File: src/rtl/upd_pulse_pkg.sv
// Shared types for the update pulse output controller.
// Assumes nothing beyond IEEE 1800-2017 packages.
package upd_pulse_pkg;

    // Output-select codes; the encoding is decoded by both pin drivers.
    typedef enum logic [1:0] {
        SEL_HIZ  = 2'd0,
        SEL_GND  = 2'd1,
        SEL_LOW  = 2'd2,
        SEL_HIGH = 2'd3
    } upd_sel_e;

    // Pulse shaping modes derived from the timebase and original-pulse bits.
    typedef enum logic [1:0] {
        MODE_FIXED  = 2'd0,
        MODE_CAPPED = 2'd1,
        MODE_FOLLOW = 2'd2
    } shape_mode_e;

    // Pin drive pair: level and tristate enable.
    typedef struct packed {
        logic level;
        logic drive;
    } pin_drv_t;

endpackage

File: src/rtl/upd_strobe_reg.sv
// Self-clearing software strobe bit.
// A write of 1 sets the bit for one cycle; it then clears without help.
// Assumes wr_i is a single-cycle write pulse from the register decoder.
module upd_strobe_reg (
    input  logic clk,
    input  logic rst_n,
    input  logic wr_i,
    output logic strobe_o
);

    logic strobe_q;

    // Capture the write; the bit falls again on the following cycle.
    always_ff @(posedge clk) begin
        if (!rst_n) begin
            strobe_q <= 1'b0;
        end else begin
            strobe_q <= wr_i;
        end
    end

    assign strobe_o = strobe_q;

    AST_STROBE_CLEARS: assert property (@(posedge clk) disable iff (!rst_n)
        (strobe_q && !wr_i) |=> !strobe_q);

endmodule

File: src/rtl/upd_pulse_shaper.sv
// Shapes the combined update trigger into the update pulse.
// Fixed mode: max(W,1) cycles from a rising edge. Capped mode: follows the
// trigger, cut at max(W,1) cycles. Follow mode: copies the trigger.
// Assumes trig_i is synchronous to clk. Gating is applied each cycle.
module upd_pulse_shaper
    import upd_pulse_pkg::*;
#(
    parameter int WIDTH_W = 4
) (
    input  logic               clk,
    input  logic               rst_n,
    input  logic               trig_i,
    input  logic               ext_gate_i,
    input  logic               sw_gate_i,
    input  logic               tbase_sel_i,
    input  logic               orig_pulse_i,
    input  logic [WIDTH_W-1:0] width_i,
    output logic               pulse_o
);

    localparam logic [WIDTH_W-1:0] ONE = {{(WIDTH_W-1){1'b0}}, 1'b1};

    shape_mode_e        mode;
    logic               blocked;
    logic               rise;
    logic [WIDTH_W-1:0] wlim;
    logic               pulse_q;
    logic               trig_d;
    logic [WIDTH_W-1:0] cnt_q;

    // Decode the shaping mode from the two configuration bits.
    always_comb begin
        if (!tbase_sel_i)      mode = MODE_FIXED;
        else if (!orig_pulse_i) mode = MODE_CAPPED;
        else                   mode = MODE_FOLLOW;
    end

    // Gating: external gate is ignored in follow mode.
    assign blocked = sw_gate_i | (ext_gate_i & (mode != MODE_FOLLOW));
    assign rise    = trig_i & ~trig_d;
    assign wlim    = (width_i == '0) ? ONE : width_i;

    // Pulse state and width counter.
    always_ff @(posedge clk) begin
        if (!rst_n) begin
            pulse_q <= 1'b0;
            trig_d  <= 1'b0;
            cnt_q   <= '0;
        end else begin
            trig_d <= trig_i;
            if (mode == MODE_FOLLOW) begin
                pulse_q <= trig_i & ~blocked;
                cnt_q   <= '0;
            end else if (blocked) begin
                pulse_q <= 1'b0;
                cnt_q   <= '0;
            end else if (pulse_q) begin
                if ((cnt_q >= wlim) || ((mode == MODE_CAPPED) && !trig_i)) begin
                    pulse_q <= 1'b0;
                    cnt_q   <= '0;
                end else begin
                    cnt_q <= cnt_q + ONE;
                end
            end else if (rise) begin
                pulse_q <= 1'b1;
                cnt_q   <= ONE;
            end
        end
    end

    assign pulse_o = pulse_q;

    AST_GATE_BLOCKS: assert property (@(posedge clk) disable iff (!rst_n)
        blocked |=> !pulse_q);
    AST_WIDTH_BOUND: assert property (@(posedge clk) disable iff (!rst_n)
        ((mode != MODE_FOLLOW) && pulse_q && $stable(width_i)) |-> (cnt_q <= wlim));
    AST_NO_EDGE_NO_START: assert property (@(posedge clk) disable iff (!rst_n)
        ((mode != MODE_FOLLOW) && !pulse_q && !rise) |=> !pulse_q);
    AST_FOLLOW_TRACKS: assert property (@(posedge clk) disable iff (!rst_n)
        ((mode == MODE_FOLLOW) && trig_i && !sw_gate_i) |=> pulse_q);

endmodule

File: src/rtl/upd_pin_drive.sv
// Encodes the update pulse into a level and tristate enable for one pin.
// SHARED = 0 selects the dedicated-pin table, SHARED = 1 the shared-pin table.
// en_i is the pin direction: 1 allows driving. The level is 0 whenever the
// enable is 0.
module upd_pin_drive
    import upd_pulse_pkg::*;
#(
    parameter bit SHARED = 1'b0
) (
    input  logic       pulse_i,
    input  logic [1:0] sel_i,
    input  logic       en_i,
    output logic       pin_o,
    output logic       oe_o
);

    pin_drv_t drv;

    generate
        if (SHARED) begin : g_shared
            // Shared pin: code only sets polarity, direction sets enable.
            always_comb begin
                drv.drive = en_i;
                case (upd_sel_e'(sel_i))
                    SEL_GND:  drv.level = 1'b0;
                    SEL_HIGH: drv.level = pulse_i;
                    default:  drv.level = ~pulse_i;
                endcase
                if (!drv.drive) drv.level = 1'b0;
            end
        end else begin : g_dedicated
            // Dedicated pin: code 0 releases the pin, the others drive it.
            always_comb begin
                drv.drive = en_i;
                drv.level = 1'b0;
                case (upd_sel_e'(sel_i))
                    SEL_HIZ:  drv.drive = 1'b0;
                    SEL_GND:  drv.level = 1'b0;
                    SEL_LOW:  drv.level = ~pulse_i;
                    SEL_HIGH: drv.level = pulse_i;
                    default:  drv.level = 1'b0;
                endcase
                if (!drv.drive) drv.level = 1'b0;
            end
        end
    endgenerate

    assign pin_o = drv.level;
    assign oe_o  = drv.drive;

endmodule

File: src/rtl/upd_pulse_ctrl.sv
// Update pulse output controller, top level.
// ORs the software strobe with the internal request, shapes and gates the
// pulse, then drives the dedicated and shared pins.
// Assumes all inputs are synchronous to clk.
module upd_pulse_ctrl
    import upd_pulse_pkg::*;
#(
    parameter int WIDTH_W = 4
) (
    input  logic               clk,
    input  logic               rst_n,
    input  logic               upd_req_i,
    input  logic               sw_strobe_wr_i,
    input  logic               ext_gate_i,
    input  logic               sw_gate_i,
    input  logic               tbase_sel_i,
    input  logic               orig_pulse_i,
    input  logic [WIDTH_W-1:0] width_i,
    input  logic [1:0]         out_sel_i,
    input  logic               mp_dir_out_i,
    output logic               sw_strobe_rd_o,
    output logic               upd_pin_o,
    output logic               upd_pin_oe_o,
    output logic               mp_pin_o,
    output logic               mp_pin_oe_o
);

    logic strobe;
    logic trig;
    logic pulse;

    upd_strobe_reg u_strobe (
        .clk      (clk),
        .rst_n    (rst_n),
        .wr_i     (sw_strobe_wr_i),
        .strobe_o (strobe)
    );

    // Combine the two update sources before shaping.
    assign trig = strobe | upd_req_i;

    upd_pulse_shaper #(.WIDTH_W(WIDTH_W)) u_shaper (
        .clk          (clk),
        .rst_n        (rst_n),
        .trig_i       (trig),
        .ext_gate_i   (ext_gate_i),
        .sw_gate_i    (sw_gate_i),
        .tbase_sel_i  (tbase_sel_i),
        .orig_pulse_i (orig_pulse_i),
        .width_i      (width_i),
        .pulse_o      (pulse)
    );

    upd_pin_drive #(.SHARED(1'b0)) u_pin_upd (
        .pulse_i (pulse),
        .sel_i   (out_sel_i),
        .en_i    (1'b1),
        .pin_o   (upd_pin_o),
        .oe_o    (upd_pin_oe_o)
    );

    upd_pin_drive #(.SHARED(1'b1)) u_pin_mp (
        .pulse_i (pulse),
        .sel_i   (out_sel_i),
        .en_i    (mp_dir_out_i),
        .pin_o   (mp_pin_o),
        .oe_o    (mp_pin_oe_o)
    );

    assign sw_strobe_rd_o = strobe;

    AST_PINS_AGREE: assert property (@(posedge clk) disable iff (!rst_n)
        (upd_pin_oe_o && mp_pin_oe_o) |-> (upd_pin_o == mp_pin_o));
    AST_HIZ_RELEASES: assert property (@(posedge clk) disable iff (!rst_n)
        (out_sel_i == 2'd0) |-> (!upd_pin_oe_o && !upd_pin_o));

endmodule

File: config.mk
export PLATFORM = sky130hd
export DESIGN_NAME = upd_pulse_ctrl
export DESIGN_NICKNAME = d
export VERILOG_FILES = /design/src/rtl/upd_pulse_pkg.sv /design/src/rtl/upd_strobe_reg.sv /design/src/rtl/upd_pulse_shaper.sv /design/src/rtl/upd_pin_drive.sv /design/src/rtl/upd_pulse_ctrl.sv
export SDC_FILE = /design/constraint.sdc
export NUM_CORES = 1
export LEC_CHECK = 0
export ABC_AREA = 1
export BUFFER_PORTS_ARGS = -buffer_cell sky130_fd_sc_hd__buf_2
export CAP_MARGIN = 40
export CORE_AREA = 3 3 40 42
export DETAILED_ROUTE_END_ITERATION = 7
export DIE_AREA = 0 0 43 45
export PLACE_DENSITY = 0.76
export SLEW_MARGIN = 20
export SYNTH_ARGS = -nofsm -noshare
export SYNTH_HDL_FRONTEND = slang
export SYNTH_SLANG_ARGS = --single-unit
File: constraint.sdc
create_clock -name clk -period 1.43 [get_ports clk]
set_input_delay 0.286 -clock clk [delete_from_list [all_inputs] [get_ports clk]]
set_output_delay 0.286 -clock clk [all_outputs]
set_load 0.05 [all_outputs]
==> results of run 1 <==
==> timing repair <==
item	CTS	global route
endpoints found under the setup margin	2	4
hold endpoints to repair	0	0
resized for setup	1	9
==> stage by stage <==
step	util (%)	hold WS (ps)	power, mW
after global placement	50.3	474	0.332
after detailed placement	50.3	478	0.335
after global routing	53.7	231	0.547
after CTS	52.5	212	0.516
after floorplan	-	379	0.292
final	53.7	209	0.520
==> cell usage after synthesis <==
master,count,share of area (%)
ha_1,5,12
buf_4,2,2.9
a21oi_1,4,3.9
or2_2,1,1.2
a21oi_2,2,3.4
inv_1,16,12
nand4_1,4,4.9
o311ai_0,1,1.7
a31o_2,1,1.7
nand3_1,2,2.0
nand2_2,1,1.2
o21ai_0,2,2.0
nand2_1,17,12
nor3b_2,1,2.5
xor2_1,2,3.4
nor2_2,1,1.2
o21ai_1,1,0.98
dfxtp_1,7,27
nor2_1,4,2.9
==> cell type report <==
cell class	instances	area share [%]
clock buffers	4	3.80
multi-input cells	49	43.1
repair buffers	24	20.5
flip-flops and latches	7	21.2
inverters	16	8.70
well taps	15	2.72
==> registers in the layout, summed over array words and instances (netlist names) <==
| register | count |
|---|---|
| u_strobe.strobe_o | 1 |
| u_shaper.pulse_o | 1 |
| u_shaper.trig_d | 1 |
| u_shaper.cnt_q | 4 |
==> worst paths after layout <==
check	from	end	slack [ps]
worst max-delay path	u_shaper.pulse_o$_SDFF_PN0_	upd_pin_o	50
worst min-delay path	sw_strobe_wr_i	u_strobe.strobe_o$_SDFF_PN0_	210
worst max register to register	u_shaper.cnt_q[3]$_SDFFE_PP0P_	u_shaper.pulse_o$_SDFF_PN0_	100
worst min register to register	u_shaper.cnt_q[3]$_SDFFE_PP0P_	u_shaper.cnt_q[3]$_SDFFE_PP0P_	500
==> kinds of logic (layout without fill, tap and decap cells) <==
| logic type | after synthesis | count (layout) |
|---|---|---|
| flops | 7 | 7 |
| buf+inv | 18 | 44 |
| fa+ha+maj | 5 | 5 |
| xor+xnor | 2 | 2 |
| compound gates | 11 | 11 |
| simple gates | 31 | 31 |
==> worst max-delay path, stage by stage, from the launching register on <==
cell and delay [ps]:
dfxtp_4 370, xor2_1 170, nor2_1 130, buf_6 180
==> metal layers <==
| layer | track usage, % | vias up | share of wire [%] |
|---|---|---|---|
| li1 | - | 286 | - |
| met1 | 14.0 | 238 | 45 |
| met2 | 24.0 | 13 | 51 |
| met3 | 3.59 | 0 | 4.0 |
| met4 | 4.22 | 0 | 0 |
| met5 | 0 | - | 0 |
==> power by group <==
part	switching, mW	internal [mW]
logic	0.0795	0.0510
clock network	0.0773	0.107
registers	0.00527	0.200
total	0.162	0.358
==> impl_results.md, run 1 <==
- Final worst setup slack: 51.7 ps
- Post-Syn Area: 510 um^2
- Dpl cells: 111
- CTS Buffer Depth: 2
- Max-Cap Viols: 0
- Overall routing resource usage: 12.8%
- Synth Area in Compound Gates: 13.7%
- Commonest non-fill, non-tap cells in the layout: buf_2 (17), inv_1 (16), nand2_1 (16)
- Total grt overflow: 0
- Post-detail-place hpwl: 924 um
- Worst slew pin tran: 287 ps
- Final period util: 96.4%
- Main combinational cell family by area after synthesis: simple AND/OR/NAND/NOR gates
- Peak supply drop: 0.000360 V
- Clk sinks: 7
- Placed Instance Area: 647 um^2
- Synth unique cells: 19
- Clk pin slew, worst setup/hold paths: 60 ps
- Register area share after synthesis: 27.5%
- Row count: 13
- Period minus WS final: 1380 ps
- Syn_area_per_cell: 6.90 um^2
- Worst Path Arrival: 1090 ps
- Rel. slew slack: 80.6%
- Post-synthesis adder-cell area fraction: 12.3%
- Leak pwr: 0.386 nW
- Die Height: 45 um
- Vias in the first global route: 529
- Max Slew Vio Count: 0
- Commonest non-fill, non-tap cell in the layout: buf_2
- Startpoint types: flip-flop
- Routed Antenna Nets: 0
- Footprint of the multi-input gates: 298 um^2
- Total negative slack: 0 ps
- Crit Path Max Fanout: 7
- Antenna violations before repair: 0
- CTS Buf Count: 3
- Multiplexer share of the synthesized area: 0%
- Cells after Synth: 74
- Critical Path End Type: output pin
- Final wirelength: 1.14 mm
- PwrDens: 753 nW/um^2
- Worst R2R Path Depth: 8
- Clk_skew: 9.35 ps
- CTS Hold Bufs: 0
- Die area: 1940 um^2
- First-pass GRT wire length: 1.93 mm
- GPL Wtd Cong: 0.818
- Vias/cell: 4.67
- Worst-Skew Late Latency: 250 ps
- Initial Utilization: 39.7%
- Layout Cells excl Fill: 115
- DRT Pass-1 Iters: 4
- DIE WIDTH: 43 um
- Final instance area: 691 um^2
- Worst Path Required: 1140 ps
- Wire per inst: 9.93 um
- HP Class: in -> reg
- RSZ-0062 raised after global routing: yes
- Port bufs: 19
- Seq. cell area: 146 um^2
- Outcome: finished clean
- H-Tree Depth: 1
- Kind of critical path: reg -> out
- Largest net degree at the start of global routing: 8
- Share of post-route cells with drive strength above 1: 38.0%
- Total Nets Final: 121
- Place WS: -161 ps
- Hold path depth: 3
- Remaining DRCs: 0
- Vias: 537
- Core Region: 1280 um^2
- # setup viols final: 0
- Synthesized flop and latch total: 7
- CTS tree: yes
- Number of DRC markers in iteration 0: 6
- Synth Area in Simple Gates: 28.4%
- Fill count: 131
- Area Overhead vs Synth: 35.3%
- Total of warnings raised by yosys: 0
- Peak Freq: 726 MHz
- Synth Area in XOR/XNOR: 3.43%
- CTS root buf: clkbuf_4
- Final Hold Fails: 0
- Antenna Cells: 0
- Syn Nets: 94
- IO Count: 20
- Setup repair bufs after CTS: 0
Power figures use the tool's default switching activity.
==> run 2: changes to the inputs <==
--- a/config.mk
+++ b/config.mk
@@ -12,6 +12,7 @@
 export DETAILED_ROUTE_END_ITERATION = 7
 export DIE_AREA = 0 0 43 45
 export PLACE_DENSITY = 0.76
+export SETUP_SLACK_MARGIN = 0.2
 export SLEW_MARGIN = 20
 export SYNTH_ARGS = -nofsm -noshare
 export SYNTH_HDL_FRONTEND = slang
==> impl_results.md, run 2 (synthesis gave the netlist of run 1 again) <==
- Outcome: finished clean
- Final Hold Fails: 0 (unchanged)
- DIE WIDTH: 43 um (unchanged)
- # setup viols final: 0 (unchanged)
- Total negative slack: 0 ps (unchanged)
- Row count: 13 (unchanged)
- Dpl cells: 112 (+0.90%)
- Max Slew Vio Count: 0 (unchanged)
- Clk_skew: 3.13 ps (-6.21 ps)
- Period minus WS final: 1310 ps (-66.8 ps)
- Clk sinks: 7 (unchanged)
- HP Class: in -> reg
- Vias: 569 (+6.0%)
- Crit Path Max Fanout: 3 (-4)
- RSZ-0062 raised after global routing: yes
- Total Nets Final: 125 (+3.3%)
- Max reg flops: 4 (unchanged)
- Remaining DRCs: 0 (unchanged)
- Fill count: 101 (-23%)
- DRT Pass-1 Iters: 4 (unchanged)
- Wire per inst: 11.2 um (+13%)
- GPL Wtd Cong: 0.716 (-12%)
- Worst Path Arrival: 1030 ps (-60 ps)
- Rel. slew slack: 71.1% (-9.6 points)
- Total grt overflow: 0 (unchanged)
- Startpoint types: flip-flop
- Share of post-route cells with drive strength above 1: 57.7% (+20 points)
- Core Region: 1280 um^2 (unchanged)
- Most flops, register: u_shaper.cnt_q
- Antenna violations before repair: 0 (unchanged)
- CTS Buffer Depth: 2 (unchanged)
- Routed Antenna Nets: 0 (unchanged)
- CTS root buf: clkbuf_4
- Die Height: 45 um (unchanged)
- Clk pin slew, worst setup/hold paths: 50 ps (about the same)
- First-pass GRT wire length: 2.09 mm (+8.6%)
- Final worst setup slack: 119 ps (+66.8 ps)
- Worst Path Required: 1140 ps (about the same)
- Final period util: 91.7% (-4.7 points)
- CTS Hold Bufs: 0 (unchanged)
- Port bufs: 19 (unchanged)
- H-Tree Depth: 1 (unchanged)
- CTS tree: yes
- PwrDens: 660 nW/um^2 (-12%)
- Commonest non-fill, non-tap cell in the layout: buf_2
- Area Overhead vs Synth: 66.4%
- Die area: 1940 um^2 (unchanged)
- Commonest non-fill, non-tap cells in the layout: buf_2 (14), nand2_1 (11), inv_1 (10)
- Largest net degree at the start of global routing: 6 (-2)
- Critical Path End Type: output pin
- Core Util, Final: 66.1% (+12 points)
- Place WS: -166 ps (-5.10 ps)
- Number of DRC markers in iteration 0: 12 (+6)
- Worst-Skew Late Latency: 250 ps (about the same)
- Worst slew pin tran: 428 ps (+141 ps)
- Overall routing resource usage: 14.6% (+1.8 points)
- Final wirelength: 1.33 mm (+17%)
- Vias in the first global route: 535 (+1.1%)
- Kind of critical path: reg -> out
- Antenna Cells: 0 (unchanged)
- Leak pwr: 0.421 nW (+9.2%)
- Initial Utilization: 39.7% (unchanged)
- Layout Cells excl Fill: 119 (+3.5%)
- IO Count: 20 (unchanged)
- Post-detail-place hpwl: 974 um (+5.5%)
- Max-Cap Viols: 0 (unchanged)
- Vias/cell: 4.78 (+2.4%)
- Peak Freq: 762 MHz (+5.1%)
- CTS Buf Count: 3 (unchanged)
- Peak supply drop: 0.000398 V (+10%)
==> run 2: cell types whose count changed in the layout (fill, tap and decap cells not counted), sizes merged <==
cell	before	now
buf	24	28
==> run 2: worst paths after layout <==
check	startpoint	to	slack, ps	cells after the start
worst max register to register	u_shaper.cnt_q[0]$_SDFFE_PP0P_	u_shaper.cnt_q[0]$_SDFFE_PP0P_	130	10
worst min-delay path	sw_strobe_wr_i	u_strobe.strobe_o$_SDFF_PN0_	230	3
worst min register to register	u_shaper.cnt_q[2]$_SDFFE_PP0P_	u_shaper.cnt_q[2]$_SDFFE_PP0P_	510	2
worst max-delay path	u_shaper.pulse_o$_SDFF_PN0_	mp_pin_o	120	3
==> run 2: stage by stage <==
step                      cell area (um^2)  hold slack (ps)  power [mW]
after floorplan                        554              379       0.305
after global placement                 698              468       0.350
after detailed placement               698              473       0.355
after CTS                              806              220       0.550
after global routing                   850              241       0.590
final                                  850              226       0.561
==> run 2: final cells by class <==
cell class                      count  area [um^2]  area share [%]
Multi-Input combinational cell     49          384            45.2
Timing Repair Buffer               28          198            23.3
Sequential cell                     7          150            17.7
Inverter                           16         72.6            8.54
Clock buffer                        4         26.3            3.09
Tap cell                           15         18.8            2.21
==> run 2: per-layer routing <==
metal | share of wire, % | GRT usage [%]
met5 | 0 | 0
met2 | 56 | 27.5
met3 | 2.8 | 2.79
met1 | 39 | 15.5
met4 | 1.4 | 7.23
==> run 2: timing repair <==
item	4_1_cts	5_1_grt
gates resized for setup	20	9
cloned	0	0
setup endpoints to repair	7	7
buffers inserted	1	2
pin swaps	7	10
==> run 2: critical path: stages, from the launching register on <==
cell and delay (ps):
dfxtp_4 360, xor2_4 160, nor2_2 90, buf_6 160
==> run 2: where the power goes <==
part | total, mW | leakage [nW] | internal [mW] | switching [mW]
combinational | 0.176 | 0.347 | 0.0757 | 0.100
clock | 0.181 | 0.0150 | 0.107 | 0.0747
sequential | 0.203 | 0.0597 | 0.198 | 0.00488
